### config.mk
export PLATFORM = sky130hd
export DESIGN_NAME = periodic_rate_gen
export DESIGN_NICKNAME = d
export VERILOG_FILES = /design/src/rtl/periodic_rate_pkg.sv /design/src/rtl/periodic_rate_decode.sv /design/src/rtl/periodic_tick_counter.sv /design/src/rtl/periodic_event_gen.sv /design/src/rtl/periodic_rate_gen.sv
export SDC_FILE = /design/constraint.sdc
export NUM_CORES = 1
export LEC_CHECK = 0
export BUFFER_PORTS_ARGS = -buffer_cell sky130_fd_sc_hd__buf_2
export CAP_MARGIN = 25
export CORE_MARGIN = 8
export CORE_UTILIZATION = 58
export DETAILED_ROUTE_END_ITERATION = 10
export PLACE_DENSITY = 0.78
export SLEW_MARGIN = 10
export SYNTH_ARGS = -nofsm -noshare
export SYNTH_HDL_FRONTEND = slang
export SYNTH_SLANG_ARGS = --single-unit
### constraint.sdc
create_clock -name clk -period 2.7 [get_ports clk]
set_input_delay 0.405 -clock clk [delete_from_list [all_inputs] [get_ports clk]]
set_output_delay 0.405 -clock clk [all_outputs]
set_load 0.02 [all_outputs]
### src/rtl/periodic_rate_pkg.sv
package periodic_rate_pkg;
   // Code width and the aliasing of low codes onto slower rates
   localparam int CODE_W_DEF    = 4;
   localparam int CNT_W_DEF     = 16;
   localparam int ALIAS_TOP_DEF = 2;   // codes 1..ALIAS_TOP are remapped
   localparam int ALIAS_ADD_DEF = 7;   // by adding this offset

   typedef struct packed {
      logic       live;   // code is non-zero
      logic [4:0] shift;  // log2 of the period
   } rate_sel_t;
endpackage

### src/rtl/periodic_rate_decode.sv
module periodic_rate_decode
   import periodic_rate_pkg::*;
#(
   parameter int CODE_W    = CODE_W_DEF,
   parameter int CNT_W     = CNT_W_DEF,
   parameter int ALIAS_TOP = ALIAS_TOP_DEF,
   parameter int ALIAS_ADD = ALIAS_ADD_DEF
) (
   input  logic [CODE_W-1:0] code,
   output logic              live,
   output logic [CNT_W-1:0]  low_mask
);
   localparam int MAX_CODE = (1 << CODE_W) - 1;

   if (MAX_CODE - 1 >= CNT_W) begin : g_bad_width
      $error("count width too small for the largest period");
   end
   if (ALIAS_TOP + ALIAS_ADD > MAX_CODE) begin : g_bad_alias
      $error("aliased code exceeds code range");
   end

   rate_sel_t sel;
   logic [CODE_W:0] eff_code;

   always_comb begin
      if ({1'b0, code} <= (CODE_W+1)'(ALIAS_TOP) && code != '0)
         eff_code = {1'b0, code} + (CODE_W+1)'(ALIAS_ADD);
      else
         eff_code = {1'b0, code};
      sel.live  = (code != '0);
      sel.shift = 5'(eff_code - 1'b1);
   end

   assign live = sel.live;

   // one mask bit per count bit: set below the period boundary
   for (genvar i = 0; i < CNT_W; i++) begin : g_mask
      assign low_mask[i] = sel.live && (5'(i) < sel.shift);
   end
endmodule

### src/rtl/periodic_tick_counter.sv
module periodic_tick_counter #(
   parameter int CNT_W = 16
) (
   input  logic             clk,
   input  logic             rst_n,
   input  logic             tick,
   input  logic             hold,
   output logic [CNT_W-1:0] cnt_inc
);
   logic [CNT_W-1:0] cnt_q;

   assign cnt_inc = cnt_q + 1'b1;

   always_ff @(posedge clk or negedge rst_n) begin
      if (!rst_n)
         cnt_q <= '0;
      else if (hold)
         cnt_q <= '0;
      else if (tick)
         cnt_q <= cnt_inc;
   end
endmodule

### src/rtl/periodic_event_gen.sv
module periodic_event_gen #(
   parameter int CNT_W = 16
) (
   input  logic             clk,
   input  logic             rst_n,
   input  logic             tick,
   input  logic             hold,
   input  logic             live,
   input  logic             enable,
   input  logic [CNT_W-1:0] cnt_inc,
   input  logic [CNT_W-1:0] low_mask,
   output logic             flag_set,
   output logic             irq_req
);
   logic hit;

   assign hit = tick && !hold && live && enable && ((cnt_inc & low_mask) == '0);

   always_ff @(posedge clk or negedge rst_n) begin
      if (!rst_n) begin
         flag_set <= 1'b0;
         irq_req  <= 1'b0;
      end else begin
         flag_set <= hit;
         irq_req  <= hit && enable;
      end
   end
endmodule

### src/rtl/periodic_rate_gen.sv
module periodic_rate_gen
   import periodic_rate_pkg::*;
#(
   parameter int CODE_W    = CODE_W_DEF,
   parameter int CNT_W     = CNT_W_DEF,
   parameter int ALIAS_TOP = ALIAS_TOP_DEF,
   parameter int ALIAS_ADD = ALIAS_ADD_DEF
) (
   input  logic              clk,
   input  logic              rst_n,
   input  logic              tick_32k,
   input  logic [CODE_W-1:0] rate_code,
   input  logic              pie_en,
   input  logic              div_hold,
   output logic              flag_set_o,
   output logic              irq_req_o
);
   logic             live;
   logic [CNT_W-1:0] low_mask;
   logic [CNT_W-1:0] cnt_inc;

   periodic_rate_decode #(
      .CODE_W(CODE_W), .CNT_W(CNT_W),
      .ALIAS_TOP(ALIAS_TOP), .ALIAS_ADD(ALIAS_ADD)
   ) u_dec (
      .code(rate_code), .live(live), .low_mask(low_mask)
   );

   periodic_tick_counter #(.CNT_W(CNT_W)) u_cnt (
      .clk(clk), .rst_n(rst_n), .tick(tick_32k), .hold(div_hold),
      .cnt_inc(cnt_inc)
   );

   periodic_event_gen #(.CNT_W(CNT_W)) u_evt (
      .clk(clk), .rst_n(rst_n), .tick(tick_32k), .hold(div_hold),
      .live(live), .enable(pie_en), .cnt_inc(cnt_inc), .low_mask(low_mask),
      .flag_set(flag_set_o), .irq_req(irq_req_o)
   );
endmodule

==> results of run 1 <==
## cell families after synthesis
family	share of synthesized area
adders and majority gates	0.02871
xor gates and xnor gates	0.1407
DFF	0.3062
buffers and inverters	0.05645
muxes	0.02392
AOI/OAI and AO/OA	0.1416
and+or+nand+nor	0.3024
## state kept, by name (all words and copies together) (netlist names)
register and flops:
u_cnt.cnt_q 14, u_evt.flag_set 1, u_evt.irq_req 1
## per-stage QoR
stage                     utilization  area (µm²)
after global routing           0.6586        1429
after floorplan                     -        1309
final                          0.6586        1429
after global placement         0.6355        1379
after detailed placement       0.6355        1379
after CTS                      0.6522        1415
## final timing paths
check	from	end
worst max-delay path	u_cnt.cnt_q[0]	u_evt.flag_set
worst min-delay path	rst_n	u_cnt.cnt_q[0]
worst max register to register	u_cnt.cnt_q[0]	u_evt.flag_set
worst min register to register	u_cnt.cnt_q[13]	u_cnt.cnt_q[13]
max in group asynchronous	rst_n	u_cnt.cnt_q[10]
min in group clk	div_hold	u_cnt.cnt_q[8]
## worst reg2reg max path, delay by kind of cell (launching register included)
family	cells	cell delay (ns)
and+or+nand+nor	3	0.87
AOI/OAI and AO/OA	2	0.66
DFF	1	0.47
adders and majority gates	1	0.32
xor gates and xnor gates	1	0.09
## metal layers
metal  wire (µm)  vias up
li1            -      593
met1        1330      566
met2        1420       33
met3         127        6
met4          53        0
met5           0        -
## area by class of cell
class	count	area, µm²	area share
Clock buffer	4	36.28	0.02539
Multi-Input combinational cell	130	847.1	0.5928
Inverter	4	15.01	0.01051
Sequential cell	16	400.4	0.2802
Tap cell	28	35.03	0.02452
Timing Repair Buffer	16	95.09	0.06655
## power groups by stage
| stage | Clock, W | Sequential (W) | Combinational, W |
|---|---|---|---|
| finish | 0.000157 | 0.000249 | 0.0000889 |
| global route | 0.000170 | 0.000249 | 0.0000976 |
| CTS | 0.000164 | 0.000248 | 0.0000886 |
| detailed placement | 0 | 0.000253 | 0.0000883 |
| global placement | 0 | 0.000253 | 0.0000845 |
| floorplan | 0 | 0.000253 | 0.0000583 |
## what timing repair did
item | in CTS | in global routing
setup endpoints to repair | 0 | 2
gates resized for setup | 0 | 3
hold buffers | 0 | 0
## cells in the final DEF (no fill, tap or decap), drive strengths merged, types with 2 or more instances in the layout
| cell type | count |
|---|---|
| nor3 | 6 |
| or3 | 3 |
| xor2 | 14 |
| ha | 3 |
| nand2 | 15 |
| mux2i | 2 |
| clkbuf | 4 |
| and3 | 3 |
| xnor2 | 7 |
| a31oi | 3 |
| a21oi | 6 |
| nor2 | 20 |
| nand4 | 8 |
| nand2b | 4 |
| o21ai | 5 |
| nor3b | 2 |
| nor4b | 2 |
| nand3 | 7 |
| a311oi | 2 |
| a211oi | 2 |
| a21o | 2 |
| buf | 16 |
| inv | 4 |
| dfrtp | 16 |
==> results_dict.tcl, run 1 <==
set metrics [dict create \
    syn_area_per_cell_um2 8.021 \
    insertion_delay_ns 0.29 \
    crit_family "simple AND/OR/NAND/NOR gates" \
    grt_overflow_total 0 \
    die_w_um 63.48 \
    end_kind "flop" \
    grt.busiest_layer "met2" \
    timing.final.crit_share 0.9271 \
    path_class "reg -> reg" \
    netlist.area_leader.share 0.3062 \
    synth_top_area_cell "dfrtp_1" \
    cp.arrival_ns 2.70 \
    syn_area_um2 1308 \
    switching_power_w 0.0001330 \
    post-place-cells 194 \
    grt_pass1_wl_mm 5.202 \
    tns_ns 0 \
    area_growth_pct 9.282 \
    clock_sinks 16 \
    cts_tree "done" \
    clock.fmax_mhz 399.5 \
    crit_slowest_cell "dfrtp_1" \
    clockPowerShare 0.318 \
    cts.reportedPaths.clkPinSlew_ns 0.09 \
    power.leakage_nw 0.6192 \
    synth-seq-cells 16 \
    cts_root_buf "clkbuf_4" \
    initial_core_util 0.6027 \
    finalHoldViolCount 0 \
    cp_num_cells 7 \
    cts_setup_buffers 0 \
    cts_buffers 3 \
    hpwlAfterDp_mm 2.252 \
    syn_inst 163 \
    dp_slack_ns 0.05801 \
    synth.most_common_cell "nor2_1" \
    synth_cell_type_count 41 \
    htree_num_levels 1 \
    status "completed" \
    path_max_fanout 6 \
    p_comb_frac 0.180 \
    p_total_w 0.0004949 \
    antenna_found_initial 0 \
    fillers 193 \
    use_met1 0.1874 \
    core_area_um2 2170 \
    hold_class "in -> async" \
    cp_cell_sequence "ha_1 -> nand4_1 -> nor3b_2 -> xor2_1 -> a311o_1 -> a211oi_1 -> nor4b_2" \
    synthTopCellsByCount "20 x nor2_1, 16 x dfrtp_1, 15 x nand2_1" \
    clockBufferDepth 2 \
    gr-usage-all-layers 0.1534 \
    path_buf_inv 0 \
    io_buffers 10 \
    seqPwrFrac 0.503 \
    place_congestion 0.9078 \
    nets 183 \
    use_met2 0.2510 \
    grt_use_met3 0.03004 \
    synth_fp_nets 175 \
    instances_no_fill 198 \
    p_sw_frac 0.2687 \
    diodes 0 \
    max-vdd-ir-drop_mv 0.3984 \
    period_minus_slack_ns 2.503 \
    setup_slack_ns 0.1969 \
    die_y_um 63.48 \
    setup_viol 0 \
    drc_errors 0 \
    ant_nets 0 \
    crit_path_max_incr_delay_ns 0.47 \
    maxSlewHeadroom 0.6841 \
    wl_per_cell_um 14.81 \
    worstPathRequired_ns 2.89 \
    finClkSkew_ns 0.003170 \
    grt_max_degree 17 \
    core.rowCount 17 \
    drive_gt1_frac 0.1647 \
    rsz0062_at_grt "false" \
    yosysWarningCount 0 \
    firstDrtPassIters 4 \
    powerDensity_nw_per_um2 346.3 \
    max_cap_violations 0 \
    io_pins 11 \
    holdWs_ns 0.008303 \
    synthTopCellsByArea "dfrtp_1 31%, xor2_1 9.4%, nor2_1 5.7%, xnor2_1 4.7%, nand2_1 4.3%" \
    crit_path_start_kind "flop" \
    synth_edf_count 0 \
    synth-async-reset-ratio 1.000 \
    worstMarginPinSlew_ns 0.4689 \
    r2r_cells 7 \
    routed_wl_mm 2.932 \
    r2r_slack_ns 0.20 \
    via_count 1198 \
    ys.flop_type "dfrtp_1" \
    yosysSeqAreaShare 0.3062 \
    slew_viol_final 0 \
    p_int_w 0.0003619 \
    die_area_um2 4030 \
    grt_pass1_vias 1159 \
    drt_iter0_markers 45 \
    via_per_inst 6.051 \
]
No activity file was read; power rests on OpenSTA's default activity.
==> run 2: changes to the inputs <==
--- a/config.mk
+++ b/config.mk
@@ -10,7 +10,7 @@
 export CORE_MARGIN = 8
 export CORE_UTILIZATION = 58
 export DETAILED_ROUTE_END_ITERATION = 10
-export PLACE_DENSITY = 0.78
+export PLACE_DENSITY_LB_ADDON = 0.2
 export SLEW_MARGIN = 10
 export SYNTH_ARGS = -nofsm -noshare
 export SYNTH_HDL_FRONTEND = slang
==> run 2 against run 1 <==
Non-clock buffer count is 2 higher. First-iteration DRC count up 140%. Final area is 0.88% lower. Critical path type unchanged.
==> results_dict.tcl, run 2 (synthesis results as in run 1) <==
set metrics [dict create \
    via_per_inst 6.196 \
    power.leakage_nw 0.6193 \
    firstDrtPassIters 4 \
    worstSetupStartpoint "u_cnt.cnt_q[0]" \
    max_cap_violations 0 \
    wirelength_met1_mm 1.355 \
    crit_slowest_cell "or4b_1" \
    routed_wl_mm 3.021 \
    setup_slack_ns 0.2778 \
    crit_path_max_incr_delay_ns 0.48 \
    hpwlAfterDp_mm 2.240 \
    antenna_found_initial 0 \
    drt_iter0_markers 106 \
    insertion_delay_ns 0.28 \
    clock_sinks 16 \
    cts_root_buf "clkbuf_4" \
    hold_class "in -> async" \
    cts_resized 0 \
    slew_viol_final 0 \
    cts.reportedPaths.clkPinSlew_ns 0.09 \
    wl_per_cell_um 15.18 \
    grt_overflow_total 0 \
    cts_tree "done" \
    dr_wl_met2_mm 1.422 \
    setup_viol 0 \
    grt_pass1_wl_mm 5.140 \
    core.rowCount 17 \
    via_count 1233 \
    cts_buffers 3 \
    area_growth_pct 8.325 \
    largestRegisters "u_cnt.cnt_q (14), u_evt.flag_set (1), u_evt.irq_req (1)" \
    finalInstanceArea_um2 1416 \
    io_buffers 10 \
    rsz0062_at_grt "false" \
    end_kind "flop" \
    clockBufferDepth 2 \
    gr-usage-all-layers 0.1514 \
    wl_met3_um 225 \
    core_area_um2 2170 \
    finClkSkew_ns 0.007966 \
    drc_errors 0 \
    path_class "reg -> reg" \
    die_y_um 63.48 \
    holdBufCountCts 0 \
    htree_num_levels 1 \
    initial_core_util 0.6027 \
    grt_max_degree 17 \
    cts_setup_buffers 0 \
    dp_slack_ns 0.05395 \
    max-vdd-ir-drop_mv 0.2038 \
    die_area_um2 4030 \
    r2r_cells 7 \
    powerDensity_nw_per_um2 325.4 \
    path_max_fanout 6 \
    finalHoldViolCount 0 \
    p_total_w 0.0004608 \
    clock.fmax_mhz 412.8 \
    grt_pass1_vias 1105 \
    final_cell_mix "20 x nor2_1, 16 x dfrtp_1, 15 x nand2_1, 14 x xor2_1, 10 x buf_2" \
    diodes 0 \
    maxSlewHeadroom 0.6972 \
    crit_path_start_kind "flop" \
    largest_register_ffs 14 \
    place_area_um2 1394 \
    layout_commonest_cell "nor2_1" \
    highest_layer "met4" \
    period_minus_slack_ns 2.422 \
    cp_cell_sequence "ha_1 -> xnor2_1 -> a21oi_1 -> or4b_1 -> a311o_1 -> a211oi_1 -> nor4b_1" \
    r2r_end "u_evt.irq_req" \
    status "completed" \
    worstMarginPinSlew_ns 0.4494 \
    drive_gt1_frac 0.1520 \
    worstPathRequired_ns 2.88 \
    tns_ns 0 \
    nets 185 \
    place_congestion 0.8773 \
    rr_startpoint "u_cnt.cnt_q[0]" \
    top_register "u_cnt.cnt_q" \
    worstSetupEndpoint "u_evt.irq_req" \
    io_pins 11 \
    ant_nets 0 \
    die_w_um 63.48 \
    r2r_slack_ns 0.28 \
    cp.arrival_ns 2.60 \
    timing.final.crit_share 0.8971 \
]
## run 2: changes by cell type in the layout (fill, tap and decap cells not counted), sizes merged
cell / before / now
buf: 16 / 18
clkbuf: 4 / 3
## run 2: how the worst min path moves through the flow
stage	slack [ns]	start	cells after the start	to
floorplan	0.11	rst_n	0	u_cnt.cnt_q[0]
global placement	0.33	rst_n	1	u_cnt.cnt_q[2]
detailed placement	0.34	rst_n	1	u_cnt.cnt_q[2]
CTS	0.02	rst_n	1	u_cnt.cnt_q[2]
global route	0.03	rst_n	1	u_cnt.cnt_q[2]
finish	0.01	rst_n	1	u_cnt.cnt_q[3]
## run 2: power breakdown
part | switching [W] | internal (W) | total, W | leakage (nW)
clock | 0.0000733 | 0.0000518 | 0.000125 | 0.0138
combinational | 0.0000510 | 0.0000364 | 0.0000873 | 0.384
sequential | 0.00000521 | 0.000243 | 0.000248 | 0.222
## run 2: through the flow
stage | utilization | cells | hold WS [ns]
final | 0.6528 | 199 | 0.01178
after global routing | 0.6528 | 199 | 0.02846
after CTS | 0.6528 | 199 | 0.01859
after detailed placement | 0.6424 | 196 | 0.3361
after global placement | 0.6424 | 196 | 0.3272
after floorplan | - | 163 | 0.1094
## run 2: cell type report
| cell class | instances | area, µm² |
|---|---|---|
| multi-input combinational | 130 | 833.3 |
| fill | 187 | 753.2 |
| sequential | 16 | 400.4 |
| timing repair buffer | 18 | 110.1 |
| tap | 28 | 35.03 |
| clock buffer | 3 | 22.52 |
| inverter | 4 | 15.01 |
## run 2: layer usage
layer | up-vias | track usage
li1 | 593 | -
met1 | 592 | 0.1951
met2 | 46 | 0.2421
met3 | 2 | 0.03887
met4 | 0 | 0.04178
met5 | - | 0
## run 2: critical path, delay by kind of cell (launching register included)
kind                     cells  cell delay [ns]
XOR/XNOR                     1             0.15
AO/OA/AOI/OAI                3             0.60
adder cells (fa/ha/maj)      1             0.34
flip-flops                   1             0.47
AND/OR/NAND/NOR              2             0.76
